<file path="config.mk">
export PLATFORM = sky130hd
export DESIGN_NAME = xlat_ctl_regs
export DESIGN_NICKNAME = d
export VERILOG_FILES = /design/src/rtl/xlat_regs_pkg.sv /design/src/rtl/xlat_cfg_unit.sv /design/src/rtl/xlat_irq_unit.sv /design/src/rtl/xlat_ctl_unit.sv /design/src/rtl/xlat_ctl_regs.sv
export SDC_FILE = /design/constraint.sdc
export NUM_CORES = 1
export LEC_CHECK = 0
export ABC_AREA = 0
export BUFFER_PORTS_ARGS = -buffer_cell sky130_fd_sc_hd__buf_2
export CAP_MARGIN = 20
export CORE_MARGIN = 2
export CORE_UTILIZATION = 50
export DETAILED_ROUTE_END_ITERATION = 16
export GPL_TIMING_DRIVEN = 0
export PLACE_DENSITY = 0.84
export SLEW_MARGIN = 40
export SYNTH_ARGS = -nofsm -noshare
export SYNTH_HDL_FRONTEND = slang
export SYNTH_SLANG_ARGS = --single-unit
</file>
<file path="constraint.sdc">
create_clock -name clk -period 2.8 [get_ports clk]
set_input_delay 0.42 -clock clk [delete_from_list [all_inputs] [get_ports clk]]
set_output_delay 0.42 -clock clk [all_outputs]
set_load 0.02 [all_outputs]
</file>
<file path="src/rtl/xlat_regs_pkg.sv">
package xlat_regs_pkg;

  // word indices of the register map
  localparam int unsigned IDX_REV   = 0;
  localparam int unsigned IDX_CFG   = 1;
  localparam int unsigned IDX_STAT  = 2;
  localparam int unsigned IDX_IRQS  = 3;
  localparam int unsigned IDX_IRQE  = 4;
  localparam int unsigned IDX_CTL   = 5;
  localparam int unsigned IDX_FADDR = 6;
  localparam int unsigned IDX_TBASE = 7;

  // configuration bit positions
  localparam int unsigned CFG_AUTOIDLE = 0;
  localparam int unsigned CFG_SRST     = 1;
  localparam int unsigned CFG_IDLE_LSB = 3;

  // control field sits at bits [3:1]
  localparam int unsigned CTL_LSB = 1;
  localparam int unsigned CTL_W   = 3;

  typedef enum logic [1:0] {
    IDLE_FORCE = 2'd0,
    IDLE_NONE  = 2'd1,
    IDLE_SMART = 2'd2,
    IDLE_RSVD  = 2'd3
  } idle_mode_e;

  // sticky status update: clear ones written, events win
  function automatic logic w1c_next(input logic cur, input logic clr, input logic set);
    return (cur & ~clr) | set;
  endfunction

  // irq level from latched status and enables
  function automatic logic irq_level(input logic [31:0] stat, input logic [31:0] en);
    return |(stat & en);
  endfunction

endpackage

</file>
<file path="src/rtl/xlat_cfg_unit.sv">
module xlat_cfg_unit
  import xlat_regs_pkg::*;
#(
  parameter int unsigned DONE_DLY = 4,
  localparam int unsigned CNT_W = $clog2(DONE_DLY + 1)
) (
  input  logic       clk,
  input  logic       rst_n,
  input  logic       cfg_we,
  input  logic [1:0] wr_idle,
  input  logic       wr_srst,
  input  logic       wr_autoidle,
  output logic       sw_rst,
  output idle_mode_e idle_mode,
  output logic       auto_idle,
  output logic       reset_done
);

  logic [CNT_W-1:0] done_cnt;
  logic             cnt_last;

  assign sw_rst   = cfg_we & wr_srst;
  assign cnt_last = (done_cnt == CNT_W'(1));

  always_ff @(posedge clk or negedge rst_n) begin
    if (!rst_n) begin
      idle_mode  <= IDLE_FORCE;
      auto_idle  <= 1'b0;
      done_cnt   <= '0;
      reset_done <= 1'b1;
    end else if (sw_rst) begin
      idle_mode  <= IDLE_FORCE;
      auto_idle  <= 1'b0;
      done_cnt   <= CNT_W'(DONE_DLY);
      reset_done <= 1'b0;
    end else begin
      if (cfg_we) begin
        idle_mode <= idle_mode_e'(wr_idle);
        auto_idle <= wr_autoidle;
      end
      if (done_cnt != '0) done_cnt <= done_cnt - CNT_W'(1);
      if (cnt_last) reset_done <= 1'b1;
    end
  end

  AST_DONE_DROPS: assert property (@(posedge clk) disable iff (!rst_n)
    sw_rst |=> !reset_done);
  AST_DONE_ONLY_AT_END: assert property (@(posedge clk) disable iff (!rst_n)
    $rose(reset_done) |-> $past(cnt_last) && !$past(sw_rst));
  AST_CFG_CLEARED: assert property (@(posedge clk) disable iff (!rst_n)
    sw_rst |=> (idle_mode == IDLE_FORCE) && !auto_idle);

endmodule

</file>
<file path="src/rtl/xlat_irq_unit.sv">
module xlat_irq_unit
  import xlat_regs_pkg::*;
#(
  parameter int unsigned N_SRC  = 5,
  parameter int unsigned ADDR_W = 32
) (
  input  logic              clk,
  input  logic              rst_n,
  input  logic              sw_rst,
  input  logic              stat_we,
  input  logic              en_we,
  input  logic [N_SRC-1:0]  wdata,
  input  logic [N_SRC-1:0]  evt,
  input  logic [ADDR_W-1:0] evt_addr,
  output logic [N_SRC-1:0]  status,
  output logic [N_SRC-1:0]  enable,
  output logic [ADDR_W-1:0] fault_addr,
  output logic              irq
);

  logic pending;
  logic capture;

  assign pending = |status;
  assign capture = (|evt) & ~pending;

  for (genvar g = 0; g < N_SRC; g++) begin : g_src
    logic bit_q;
    always_ff @(posedge clk or negedge rst_n) begin
      if (!rst_n)       bit_q <= 1'b0;
      else if (sw_rst)  bit_q <= 1'b0;
      else              bit_q <= w1c_next(bit_q, stat_we & wdata[g], evt[g]);
    end
    assign status[g] = bit_q;
  end

  always_ff @(posedge clk or negedge rst_n) begin
    if (!rst_n) begin
      enable     <= '0;
      fault_addr <= '0;
    end else if (sw_rst) begin
      enable     <= '0;
      fault_addr <= '0;
    end else begin
      if (en_we)   enable     <= wdata;
      if (capture) fault_addr <= evt_addr;
    end
  end

  assign irq = irq_level(32'(status), 32'(enable));

  AST_STATUS_FROM_EVENT: assert property (@(posedge clk) disable iff (!rst_n)
    |(status & ~$past(status)) |-> |$past(evt));
  AST_FIRST_FAULT_KEPT: assert property (@(posedge clk) disable iff (!rst_n)
    ($past(pending) && !$past(sw_rst)) |-> $stable(fault_addr));
  AST_IRQ_QUIET_AFTER_SRST: assert property (@(posedge clk) disable iff (!rst_n)
    $past(sw_rst) |-> !irq);

endmodule

</file>
<file path="src/rtl/xlat_ctl_unit.sv">
module xlat_ctl_unit
  import xlat_regs_pkg::*;
#(
  parameter int unsigned DATA_W   = 32,
  parameter int unsigned BASE_LSB = 14
) (
  input  logic                       clk,
  input  logic                       rst_n,
  input  logic                       sw_rst,
  input  logic                       ctl_we,
  input  logic                       base_we,
  input  logic [CTL_W-1:0]           wr_ctl,
  input  logic [DATA_W-1:BASE_LSB]   wr_base,
  output logic [CTL_W-1:0]           ctl_bits,
  output logic [DATA_W-1:BASE_LSB]   base_hi
);

  always_ff @(posedge clk or negedge rst_n) begin
    if (!rst_n) begin
      ctl_bits <= '0;
      base_hi  <= '0;
    end else if (sw_rst) begin
      ctl_bits <= '0;
      base_hi  <= '0;
    end else begin
      if (ctl_we)  ctl_bits <= wr_ctl;
      if (base_we) base_hi  <= wr_base;
    end
  end

  AST_CTL_SRST_CLEAR: assert property (@(posedge clk) disable iff (!rst_n)
    sw_rst |=> (ctl_bits == '0) && (base_hi == '0));
  AST_BASE_WRITE_ONLY: assert property (@(posedge clk) disable iff (!rst_n)
    (!$past(base_we) && !$past(sw_rst)) |-> $stable(base_hi));
  AST_CTL_WRITE_ONLY: assert property (@(posedge clk) disable iff (!rst_n)
    (!$past(ctl_we) && !$past(sw_rst)) |-> $stable(ctl_bits));

endmodule

</file>
<file path="src/rtl/xlat_ctl_regs.sv">
module xlat_ctl_regs
  import xlat_regs_pkg::*;
#(
  parameter int unsigned ADDR_W   = 6,
  parameter int unsigned DATA_W   = 32,
  parameter int unsigned N_SRC    = 5,
  parameter int unsigned DONE_DLY = 4,
  parameter int unsigned BASE_LSB = 14,
  parameter logic [31:0] REV_ID   = 32'h0000_0011
) (
  input  logic              clk,
  input  logic              rst_n,
  input  logic              reg_we,
  input  logic [ADDR_W-1:0] reg_addr,
  input  logic [DATA_W-1:0] reg_wdata,
  output logic [DATA_W-1:0] reg_rdata,
  input  logic [N_SRC-1:0]  fault_evt,
  input  logic [DATA_W-1:0] fault_va,
  output logic              irq,
  output logic              mmu_en,
  output logic              walk_en,
  output logic              emu_tlb,
  output logic [DATA_W-1:0] table_base,
  output logic [1:0]        idle_mode,
  output logic              auto_idle
);

  localparam int unsigned IDX_W = ADDR_W - 2;

  logic [IDX_W-1:0] widx;
  logic             we_cfg, we_irqs, we_irqe, we_ctl, we_tbase;
  logic             sw_rst;
  logic             reset_done;
  idle_mode_e       idle_q;
  logic [N_SRC-1:0] status, enable;
  logic [DATA_W-1:0] fault_addr;
  logic [CTL_W-1:0] ctl_bits;
  logic [DATA_W-1:BASE_LSB] base_hi;
  logic             unused_bits;

  assign widx        = reg_addr[ADDR_W-1:2];
  assign unused_bits = ^{reg_wdata, reg_addr[1:0]};

  assign we_cfg   = reg_we && (widx == IDX_W'(IDX_CFG));
  assign we_irqs  = reg_we && (widx == IDX_W'(IDX_IRQS));
  assign we_irqe  = reg_we && (widx == IDX_W'(IDX_IRQE));
  assign we_ctl   = reg_we && (widx == IDX_W'(IDX_CTL));
  assign we_tbase = reg_we && (widx == IDX_W'(IDX_TBASE));

  xlat_cfg_unit #(.DONE_DLY(DONE_DLY)) u_cfg (
    .clk         (clk),
    .rst_n       (rst_n),
    .cfg_we      (we_cfg),
    .wr_idle     (reg_wdata[CFG_IDLE_LSB+1:CFG_IDLE_LSB]),
    .wr_srst     (reg_wdata[CFG_SRST]),
    .wr_autoidle (reg_wdata[CFG_AUTOIDLE]),
    .sw_rst      (sw_rst),
    .idle_mode   (idle_q),
    .auto_idle   (auto_idle),
    .reset_done  (reset_done)
  );

  xlat_irq_unit #(.N_SRC(N_SRC), .ADDR_W(DATA_W)) u_irq (
    .clk        (clk),
    .rst_n      (rst_n),
    .sw_rst     (sw_rst),
    .stat_we    (we_irqs),
    .en_we      (we_irqe),
    .wdata      (reg_wdata[N_SRC-1:0]),
    .evt        (fault_evt),
    .evt_addr   (fault_va),
    .status     (status),
    .enable     (enable),
    .fault_addr (fault_addr),
    .irq        (irq)
  );

  xlat_ctl_unit #(.DATA_W(DATA_W), .BASE_LSB(BASE_LSB)) u_ctl (
    .clk      (clk),
    .rst_n    (rst_n),
    .sw_rst   (sw_rst),
    .ctl_we   (we_ctl),
    .base_we  (we_tbase),
    .wr_ctl   (reg_wdata[CTL_LSB+CTL_W-1:CTL_LSB]),
    .wr_base  (reg_wdata[DATA_W-1:BASE_LSB]),
    .ctl_bits (ctl_bits),
    .base_hi  (base_hi)
  );

  assign mmu_en     = ctl_bits[0];
  assign walk_en    = ctl_bits[1];
  assign emu_tlb    = ctl_bits[2];
  assign table_base = {base_hi, {BASE_LSB{1'b0}}};
  assign idle_mode  = idle_q;

  function automatic logic [DATA_W-1:0] read_mux(input logic [IDX_W-1:0] idx);
    logic [DATA_W-1:0] v;
    v = '0;
    case (int'(idx))
      IDX_REV:   v = DATA_W'(REV_ID);
      IDX_CFG: begin
        v[CFG_IDLE_LSB +: 2] = idle_q;
        v[CFG_AUTOIDLE]      = auto_idle;
      end
      IDX_STAT:  v[0] = reset_done;
      IDX_IRQS:  v[N_SRC-1:0] = status;
      IDX_IRQE:  v[N_SRC-1:0] = enable;
      IDX_CTL:   v[CTL_LSB +: CTL_W] = ctl_bits;
      IDX_FADDR: v = fault_addr;
      IDX_TBASE: v = table_base;
      default:   v = '0;
    endcase
    return v;
  endfunction

  assign reg_rdata = read_mux(widx);

  AST_REV_READ: assert property (@(posedge clk) disable iff (!rst_n)
    (widx == IDX_W'(IDX_REV)) |-> (reg_rdata == DATA_W'(REV_ID)));
  AST_BASE_LOW_ZERO: assert property (@(posedge clk) disable iff (!rst_n)
    (widx == IDX_W'(IDX_TBASE)) |-> (reg_rdata[BASE_LSB-1:0] == '0));
  AST_UNMAPPED_ZERO: assert property (@(posedge clk) disable iff (!rst_n)
    (int'(widx) > IDX_TBASE) |-> (reg_rdata == '0));
  AST_SRST_BIT_ZERO: assert property (@(posedge clk) disable iff (!rst_n)
    (widx == IDX_W'(IDX_CFG)) |-> !reg_rdata[CFG_SRST]);

endmodule

</file>
# Word level (Yosys, flattened, before mapping)
# Index checks and enable logic that the tools add are counted.
# word_totals
elab_cells	89
regBits	70
output_inout_bits	71
# classes
reduce_logical	17
bitwise_logic	24
eq_ne	8
add_sub_neg	1
mux	26
# ops
cell	count
32-bit two-way mux	2
27-bit case mux with 2 select lines	1
18-bit two-way mux	2
32-bit OR reduction	1
4-bit by 3-bit equality test with 1-bit output, second input constant	4
2-bit nonzero test	7
1-bit AND	12
3-bit two-way mux	4
5-bit two-way mux	2
1-bit case mux with 5 select lines	2
5-bit OR reduction	2
1-bit two-way mux	9
4-bit by 2-bit equality test with 1-bit output, second input constant	2
2-bit case mux with 4 select lines	1
1-bit NOT	6
1-bit case mux with 6 select lines	1
5-bit AND	1
1-bit logical AND	5
1-bit OR	5
4-bit by 1-bit equality test with 1-bit output, second input constant	1
4-bit zero test	1
2-bit two-way mux	2
3-bit by 1-bit equality test with 1-bit output, second input constant	1
3-bit nonzero test	1
3-bit by 1-bit subtractor with 3-bit output, second input constant	1

# Depth between registers and ports, before layout
# Gate-level depths: netlist (run 1).
# logic_depth
depth_word	7
mapped_depth	6

# By module
# Synthesis (run 1) repeated with hierarchy kept, for this count alone.
# hier_totals
hier_cells	380
area_unflattened_um2	3945.0
# by_module_without_submodules
module	area_each_um2	cells_each	seq_area_each_um2	n_inst
xlat_irq_unit	2069.5	187	1051.0	1
xlat_ctl_unit	854.6	67	525.5	1
xlat_ctl_regs	671.9	91	0.0	1
xlat_cfg_unit	349.1	35	176.4	1

# Worst setup path before layout (run 1)
# Ideal clock, no wire load.
# synth_path
path_kind	input port to output port
start	in reg_addr[2]
end	out reg_rdata[15]
t_arrival_ns	1.677
path_buffers	2
required_ns	2.380
stages	4
setup_slack_ns	0.703
path_cell_list	buf_2 -> nor4b_2 -> buf_2 -> a22o_1
# synth_via
elab_chain_cells	2
elab_cells_between_ends	3
# synth_lines
element	line	text
start, declared	xlat_ctl_regs.sv:14	input logic [ADDR_W-1:0] reg_addr,
4-bit by 3-bit equality test with 1-bit output	xlat_ctl_regs.sv:99	case (int'(idx))
27-bit case mux with 2 select lines *	xlat_ctl_regs.sv:99	
end, declared	xlat_ctl_regs.sv:16	output logic [DATA_W-1:0] reg_rdata,
# Every way passes the cells marked *; elsewhere a longest branch is shown, timed or not.

# Worst setup path in the final report (run 1)
# layout_path
start	in reg_addr[2]
end	out reg_rdata[22]
# Same word-level chain as after synthesis.

==> impl_metrics.json, run 1 <==
{
  "clockRootBuffer": "clkbuf_8",
  "start_util_pct": 51.23,
  "clock_skew_ns": 0.01042,
  "fillers": 655,
  "synth_enable_flop_cells": 0,
  "tritoncts": "built",
  "grt_overflow": 0,
  "grtUsageTotal_pct": 28.16,
  "post-route-drc-count": 0,
  "end_kind": "primary output",
  "crit_chain": "buf_2 -> buf_2 -> nand2_1 -> nor3_4 -> clkbuf_1 -> a22o_1 -> buf_2",
  "rsz0062_at_grt": "false",
  "seq_area_frac_synth_pct": 44.75,
  "setup_viol": 0,
  "total_leakage_power_nw": 2.323,
  "dieHeight_um": 92.52,
  "netlist_area_um2": 3918,
  "setup_tns_ns": 0,
  "hpwl_mm": 8.828,
  "ir_drop_mv": 0.2896,
  "synth.top_cell.area_share_pct": 44.08,
  "start_kind": "input port",
  "clk_pin_slew_ns": 0.08,
  "synthTopCellsByCount": "o21ai_0, dfrtp_1, mux2i_1",
  "clk_latency_ns": 0.36,
  "min_period_ns": 2.673,
  "yosysMostFrequentCell": "o21ai_0",
  "multi_input_area_um2": 1892,
  "fmax_mhz": 374.2,
  "grt_pass1_vias": 3739,
  "cp_num_buf_inv": 4,
  "synthCells": 418,
  "cp_top_family": "buffers and inverters",
  "max_stage_delay_ns": 0.44,
  "cts.sinks": 70,
  "dieWidth_um": 92.52,
  "worstHoldPathType": "input port to flop",
  "ant_nets": 0,
  "gp_congestion": 0.9083,
  "firstDrtPassIters": 5,
  "p_per_area_nw_per_um2": 590.4,
  "drt_iter0_markers": 265,
  "status": "completed",
  "fin_nets": 647,
  "dieArea_um2": 8559,
  "routed_wl_mm": 11.92,
  "fin_ws_ns": 0.1275,
  "slew_headroom_pct": 58.90,
  "area_growth_pct": 27.24,
  "rows": 32,
  "fin_crit_sh_pct": 95.45,
  "slowest_stage": "nor3_4",
  "antenna_found_initial": 0,
  "worst_ep_arrival_time_ns": 2.25,
  "grt_max_degree": 45,
  "synth_cell_type_count": 45,
  "yosys_register_bits": 70,
  "final_hold_viol_count": 0,
  "synth_top_area_cell": "dfrtp_1",
  "cts_buffers": 9,
  "critPathKind": "input port to primary output",
  "cp.required_ns": 2.38,
  "htree_levels": 3,
  "dp_slack_ns": 0.04660,
  "worstPathMaxFanout": 10,
  "core_um2": 7647,
  "synth_area_per_cell_um2": 9.372,
  "place_area_um2": 4738,
  "synthArstFlopShare_pct": 100.0,
  "clk_path_buf_depth": 2,
  "vias_per_cell": 5.737,
  "slew_violations": 0,
  "wl_per_cell_um": 17.74,
  "port_buffers": 122,
  "tightest_slew_ns": 0.6139,
  "fin_util_pct": 65.18,
  "seqCellArea_um2": 1753,
  "postLayoutCellArea_um2": 4985,
  "ios": 149,
  "antennaDiodeCount": 0,
  "crit_path_frequent_cell": "buf_2",
  "vias": 3855,
  "drive_above_1_share_pct": 30.35,
  "max-cap-violations": 0,
  "synth.area.top_cells": "dfrtp_1, o21ai_0, mux2i_1",
  "grt_pass1_wl_mm": 18.73,
  "ys.flop_type": "dfrtp_1",
  "yosys_warnings": 0
}
## cells in the final DEF, fill, tap and decap left out, drive strengths merged, types with 3 or more instances in the layout
cell	n
a21oi	35
a22o	18
and2	10
and3b	5
buf	150
clkbuf	37
conb	14
dfrtp	69
ha	3
inv	13
mux2	3
mux2i	36
nand2	5
nand3	26
nand3b	4
nor2	9
o21ai	96
o31ai	3
o41ai	3
## report_power, final
| part | total, W | switching, W | internal [W] |
|---|---|---|---|
| clock network | 0.000924 | 0.000402 | 0.000522 |
| logic | 0.000711 | 0.000428 | 0.000283 |
| registers | 0.00131 | 0.000129 | 0.00118 |
## per-layer routing
metal | part of all wire (%) | wire length (µm) | track usage [%] | vias to the layer above
li1 | - | - | - | 1780
met1 | 41 | 4939 | 37.40 | 1815
met2 | 47 | 5652 | 46.29 | 239
met3 | 9.3 | 1109 | 5.696 | 21
met4 | 1.8 | 220 | 9.328 | 0
met5 | 0 | 0 | 0 | -
## layout make-up
cell class                      instances  area share, %
Buffer                                 54          5.773
Clock buffer                           10          2.761
Clock inverter                          5          1.682
Inverter                               13         0.9789
Multi-Input combinational cell        294          37.95
Sequential cell                        70          35.17
Tap cell                              102          2.560
Timing Repair Buffer                  124          13.13
## state kept, by name (all words and copies together), names as in the netlist
name	count
u_ctl.ctl_bits	3
u_cfg.done_cnt	3
u_cfg.idle_mode	2
u_irq.g_src.bit_q	5
u_cfg.auto_idle	1
u_ctl.base_hi	18
u_irq.fault_addr	32
u_irq.enable	5
u_cfg.reset_done	1
## worst reg2reg max path: cells and delay by family (launching register included)
family | cells | cell delay [ns]
AOI/OAI and AO/OA | 1 | 0.43
DFF | 1 | 0.42
buffers and inverters | 1 | 0.24
muxes | 1 | 0.24
and+or+nand+nor | 1 | 0.56
## what timing repair did
action | in CTS | in global routing
endpoints found under the hold margin | 26 | 0
setup buffers | 0 | 0
setup endpoints to repair | 0 | 10
resized for setup | 0 | 1
hold buffers | 1 | 0
## per-stage QoR
step	hold WS, ns	power (W)	instances
3_5_place_dp	0.3015	0.002024	656
6_report	0.2947	0.002943	672
2_1_floorplan	0.1244	0.001739	431
5_1_grt	0.3007	0.003081	672
4_1_cts	0.2935	0.002936	672
3_3_place_gp	0.5166	0.001985	655
## cell families after synthesis
kind of cell               Yosys count  synth area share (%)
other                                1               0.09572
and+or+nand+nor                     71                 10.60
buffers and inverters               67                 8.592
xor gates and xnor gates             1                0.2236
DFF                                 70                 44.75
adders and majority gates            3                0.9583
muxes                               39                 10.06
AOI/OAI and AO/OA                  166                 24.72
## worst paths after layout
kind                                           startpoint                          endpoint  slack, ns  cells after the start
max in group asynchronous                           rst_n      u_cfg.reset_done$_DFFE_PN1P_       1.74                      3
max reg2reg                u_irq.g_src[1].bit_q$_DFF_PN0_  u_irq.fault_addr[23]$_DFFE_PN0P_       0.84                      4
min                                          fault_evt[4]    u_irq.g_src[4].bit_q$_DFF_PN0_       0.29                      3
max                                           reg_addr[2]                     reg_rdata[22]       0.13                      7
min reg2reg                  u_cfg.reset_done$_DFFE_PN1P_      u_cfg.reset_done$_DFFE_PN1P_       0.52                      2
min in group asynchronous                           rst_n  u_irq.fault_addr[18]$_DFFE_PN0P_       0.48                      2
Power figures use the tool's default switching activity.
==> run 2, diff against run 1 <==
--- a/config.mk
+++ b/config.mk
@@ -9,10 +9,10 @@
 export BUFFER_PORTS_ARGS = -buffer_cell sky130_fd_sc_hd__buf_2
 export CAP_MARGIN = 20
 export CORE_MARGIN = 2
-export CORE_UTILIZATION = 50
+export CORE_UTILIZATION = 30
 export DETAILED_ROUTE_END_ITERATION = 16
 export GPL_TIMING_DRIVEN = 0
-export PLACE_DENSITY = 0.84
+export PLACE_DENSITY = 0.56
 export SLEW_MARGIN = 40
 export SYNTH_ARGS = -nofsm -noshare
 export SYNTH_HDL_FRONTEND = slang
==> constraint.sdc (replaced) <==
create_clock -name clk -period 2.8 [get_ports clk]
set_input_delay 0.56 -clock clk [delete_from_list [all_inputs] [get_ports clk]]
set_output_delay 0.56 -clock clk [all_outputs]
set_load 0.02 [all_outputs]
==> impl_metrics.json, run 2 (synthesis gave the netlist of run 1 again) <==
{
  "status": "completed",
  "ir_drop_mv": 0.2327,
  "clock_skew_ns": 0.003231,
  "clk_pin_slew_ns": 0.05,
  "p_per_area_nw_per_um2": 611.4,
  "rows": 41,
  "max-cap-violations": 0,
  "worstPathMaxFanout": 10,
  "final_cells": 745,
  "dieWidth_um": 118.3,
  "ant_nets": 0,
  "vias_per_cell": 5.121,
  "worst_ep_arrival_time_ns": 2.10,
  "wl_per_cell_um": 17.36,
  "cts_buffers": 9,
  "routed_wl_mm": 12.94,
  "port_buffers": 122,
  "tightest_slew_ns": 0.5902,
  "core_um2": 12670,
  "start_kind": "input port",
  "cp_top_family": "buffers and inverters",
  "cts.sinks": 70,
  "cts_hold_buf": 0,
  "dp_slack_ns": -0.3144,
  "antennaDiodeCount": 0,
  "area_growth_pct": 31.97,
  "rsz0062_at_grt": "false",
  "final_common_cell": "buf_2",
  "slowest_stage": "a221o_1",
  "fin_nets": 651,
  "grtUsageTotal_pct": 18.41,
  "max_stage_delay_ns": 0.36,
  "largest_register_ffs": 32,
  "hpwl_mm": 9.759,
  "fin_ws_ns": 0.1445,
  "largest_register": "u_irq.fault_addr",
  "setup_viol": 0,
  "grt_pass1_wl_mm": 20.41,
  "fin_crit_sh_pct": 94.84,
  "grt_pass1_vias": 3748,
  "drive_above_1_share_pct": 30.72,
  "most-common-layout-cells": "buf_2, o21ai_0, dfrtp_1, mux2i_1, a21oi_1",
  "ios": 149,
  "slew_violations": 0,
  "clockRootBuffer": "clkbuf_16",
  "cp_num_buf_inv": 4,
  "dieHeight_um": 118.3,
  "gp_congestion": 0.8989,
  "antenna_found_initial": 0,
  "cp.required_ns": 2.24,
  "multi_input_area_um2": 1892,
  "min_period_ns": 2.656,
  "grt_overflow": 0,
  "vias": 3815,
  "fillers": 1290,
  "seqCellArea_um2": 1753,
  "fmax_mhz": 376.6,
  "final_hold_viol_count": 0,
  "tritoncts": "built",
  "top_regs": "u_irq.fault_addr (32), u_ctl.base_hi (18)",
  "total_leakage_power_nw": 2.386,
  "start_util_pct": 30.92,
  "firstDrtPassIters": 5,
  "clk_path_buf_depth": 2,
  "slew_headroom_pct": 60.65,
  "critPathKind": "input port to primary output",
  "end_kind": "primary output",
  "grt_max_degree": 54,
  "dieArea_um2": 13990,
  "clk_latency_ns": 0.33,
  "worstHoldPathType": "input port to async pin",
  "drt_iter0_markers": 429,
  "placedCellCount": 726,
  "crit_chain": "buf_2 -> buf_2 -> clkbuf_1 -> nand2_1 -> a221o_1 -> a21oi_1 -> buf_2",
  "crit_path_frequent_cell": "buf_2",
  "post-route-drc-count": 0,
  "htree_levels": 3
}
[run 2: stage by stage]
step	utilization, %	hold WS [ns]	instance area (µm²)	setup TNS (ns)	power (W)
final	40.80	0.06874	5170	0	0.003161
after global routing	40.80	0.07101	5170	0	0.003323
after CTS	40.68	0.06947	5155	0	0.003173
after detailed placement	38.16	0.4157	4835	-3.276	0.002034
after global placement	37.82	0.5209	4792	-6.232	0.002004
after floorplan	-	0.2644	3966	0	0.001739
[run 2: routing by layer]
layer | share of wire (%) | wire (µm) | vias up | global-route usage, %
met1 | 46 | 5983 | 1866 | 26.00
met5 | 0 | 0 | - | 0
met4 | 0.90 | 117 | 0 | 3.163
met3 | 6.7 | 869 | 12 | 4.730
met2 | 46 | 5965 | 153 | 28.72
li1 | - | - | 1784 | -
[run 2: timing repair]
action                                  4_1_cts  5_1_grt
setup buffers                                 3        2
resized for setup                             2        0
pin swaps                                     1        1
endpoints found under the setup margin       19       10
[run 2: power breakdown]
group / switching (W) / leakage (nW) / internal (W)
registers: 0.000128 / 0.869 / 0.00118
clock network: 0.000409 / 0.142 / 0.000729
logic: 0.000428 / 1.38 / 0.000285
total: 0.000965 / 2.39 / 0.00220
[run 2: worst paths after layout]
check / startpoint / to / slack (ns) / cells after the start
min in group clk: fault_evt[4] / u_irq.g_src[4].bit_q$_DFF_PN0_ / 0.48 / 3
max in group asynchronous: rst_n / u_ctl.base_hi[25]$_DFFE_PN0P_ / 2.21 / 2
max: reg_addr[2] / reg_rdata[4] / 0.14 / 7
min: rst_n / u_irq.fault_addr[8]$_DFFE_PN0P_ / 0.07 / 1
min reg2reg: u_cfg.reset_done$_DFFE_PN1P_ / u_cfg.reset_done$_DFFE_PN1P_ / 0.53 / 2
max reg2reg: u_irq.g_src[1].bit_q$_DFF_PN0_ / u_irq.fault_addr[26]$_DFFE_PN0P_ / 0.79 / 4
[run 2: cell type report]
type                            count  area share, %
Timing Repair Buffer              128          13.19
Inverter                           13         0.9439
Multi-Input combinational cell    294          36.59
Buffer                             54          5.591
Tap cell                          172          4.163
Sequential cell                    70          33.91
Clock inverter                      1         0.5808
Clock buffer                       13          5.034
==> run 3, diff against run 2 <==
--- a/config.mk
+++ b/config.mk
@@ -8,6 +8,7 @@
 export ABC_AREA = 0
 export BUFFER_PORTS_ARGS = -buffer_cell sky130_fd_sc_hd__buf_2
 export CAP_MARGIN = 20
+export CORE_ASPECT_RATIO = 0.5
 export CORE_MARGIN = 2
 export CORE_UTILIZATION = 30
 export DETAILED_ROUTE_END_ITERATION = 16
==> impl_metrics.json, run 3 (synthesis gave the netlist of run 1 again) <==
{
  "status": "completed",
  "worstHoldPathType": "input port to async pin",
  "max-cap-violations": 0,
  "ios": 149,
  "grt_pass1_wl_mm": 20.48,
  "grtUsageTotal_pct": 18.87,
  "grtUsageMet2_pct": 30.82,
  "final_common_cell": "buf_2",
  "firstDrtPassIters": 4,
  "cts_buffers": 9,
  "dieArea_um2": 14040,
  "vias_per_cell": 5.031,
  "slew_headroom_pct": 60.39,
  "cts.sinks": 70,
  "clockRootBuffer": "clkbuf_16",
  "end_kind": "primary output",
  "antenna_found_initial": 0,
  "grt_pass1_vias": 3729,
  "fin_crit_sh_pct": 93.36,
  "ir_drop_mv": 0.3479,
  "worstPathMaxFanout": 10,
  "setup.worst_path.start": "reg_addr[2]",
  "largest_register": "u_irq.fault_addr",
  "tightest_slew_ns": 0.5942,
  "clkPwrFrac_pct": 41.7,
  "cp.required_ns": 2.24,
  "tritoncts": "built",
  "antennaDiodeCount": 0,
  "top_usage_layer": "met2",
  "clock_skew_ns": 0.008052,
  "dieWidth_um": 165.6,
  "setup_tns_ns": 0,
  "worst_ep_arrival_time_ns": 2.05,
  "grt_overflow": 0,
  "rsz0062_at_grt": "false",
  "met1_usage_pct": 25.95,
  "r2r-end": "u_irq.fault_addr[19]$_DFFE_PN0P_",
  "routed_wl_mm": 13.05,
  "p_sw_w": 0.001005,
  "port_buffers": 122,
  "grt_max_degree": 41,
  "clk_pin_slew_ns": 0.06,
  "final_cells": 743,
  "post-route-drc-count": 0,
  "final_hold_viol_count": 0,
  "rr_startpoint": "u_irq.g_src[1].bit_q$_DFF_PN0_",
  "p_per_area_nw_per_um2": 659.4,
  "fillers": 1291,
  "fmax_mhz": 382.6,
  "wl_per_cell_um": 17.56,
  "setup_viol": 0,
  "htree_levels": 3,
  "vias": 3738,
  "clk_latency_ns": 0.34,
  "slew_violations": 0,
  "fin_util_pct": 41.22,
  "fin_nets": 649,
  "total_leakage_power_nw": 2.416,
  "start_kind": "input port",
  "gp_congestion": 0.8616,
  "dieHeight_um": 84.81,
  "min_period_ns": 2.614,
  "swShare_pct": 29.11,
  "placedCellCount": 724,
  "drive_above_1_share_pct": 31.24,
  "power_frac_seq_pct": 37.9,
  "reg2reg_depth": 4,
  "core_um2": 12700,
  "reg2reg_setup_slack_ns": 0.79,
  "drt_iter0_markers": 279,
  "cts_hold_buf": 0,
  "critPathKind": "input port to primary output",
  "clk_path_buf_depth": 2,
  "pwr-share-comb_pct": 20.4,
  "largest_register_ffs": 32,
  "area_growth_pct": 33.63,
  "ant_nets": 0,
  "start_util_pct": 30.85,
  "rows": 29,
  "use_met3_pct": 3.913,
  "top_regs": "u_irq.fault_addr (32), u_ctl.base_hi (18)",
  "p_int_w": 0.002447,
  "hpwl_mm": 9.631,
  "most-common-layout-cells": "buf_2, o21ai_0, dfrtp_1, mux2i_1, a21oi_1"
}
-- run 3: changes by cell type in the layout (fill, tap and decap cells not counted), sizes merged --
cell | previous run | this run
buf | 155 | 153
bufinv | 1 | 4
clkbuf | 40 | 37
clkinv | 0 | 1
clkinvlp | 0 | 1
-- run 3: layout make-up --
type                            instances  area [µm²]  share of cell area, %
Multi-Input combinational cell        294        1892                  36.14
Sequential cell                        70        1753                  33.48
Timing Repair Buffer                  126       666.9                  12.74
Buffer                                 54       290.3                  5.545
Clock buffer                           10       239.0                  4.565
Tap cell                              170       212.7                  4.063
Clock inverter                          6       132.6                  2.533
Inverter                               13       48.80                 0.9321
-- run 3: worst max-delay path by stage --
stage | end | slack [ns] | cells past startpoint
3_5_place_dp | reg_rdata[22] | -0.31 | 7
4_1_cts | reg_rdata[22] | 0.03 | 7
3_3_place_gp | reg_rdata[22] | -0.31 | 7
5_1_grt | reg_rdata[15] | 0.08 | 7
6_report | reg_rdata[22] | 0.19 | 7
2_1_floorplan | reg_rdata[15] | 0.42 | 4
-- run 3: power groups by stage --
stage / Sequential (W) / Combinational [W] / Clock [W]
after global routing: 0.00133 / 0.000789 / 0.00150
after detailed placement: 0.00132 / 0.000704 / 0
after global placement: 0.00132 / 0.000685 / 0
after CTS: 0.00131 / 0.000707 / 0.00145
after floorplan: 0.00136 / 0.000382 / 0
final: 0.00131 / 0.000704 / 0.00144
-- run 3: stage by stage --
step	area [µm²]	worst slack (ns)	total power (W)	hold WS (ns)
2_1_floorplan	3966	0.4228	0.001739	0.2644
3_3_place_gp	4790	-0.3078	0.002007	0.5213
3_5_place_dp	4832	-0.3150	0.002027	0.4645
4_1_cts	5213	0.03212	0.003466	0.1066
5_1_grt	5235	0.07874	0.003616	0.1115
6_report	5235	0.1860	0.003452	0.09610
-- run 3: repair_timing --
| action | CTS | global route |
|---|---|---|
| setup buffers | 0 | 3 |
| gates cloned | 0 | 0 |
| pin swaps | 0 | 2 |
| gates resized for setup | 3 | 0 |
| endpoints found under the setup margin | 16 | 11 |
-- run 3: worst max-delay path, stage by stage --
cell	delay [ns]
buf_2	0.08
buf_2	0.22
nand2_1	0.22
nor3_4	0.30
clkbuf_2	0.31
a22o_1	0.18
buf_2	0.16
-- run 3: routing by layer --
| metal | share of wire [%] | wire [µm] | up-vias |
|---|---|---|---|
| met1 | 46 | 6018 | 1843 |
| met4 | 1.1 | 144 | 0 |
| met2 | 47 | 6147 | 99 |
| met3 | 5.6 | 734 | 12 |
| li1 | - | - | 1784 |
| met5 | 0 | 0 | - |
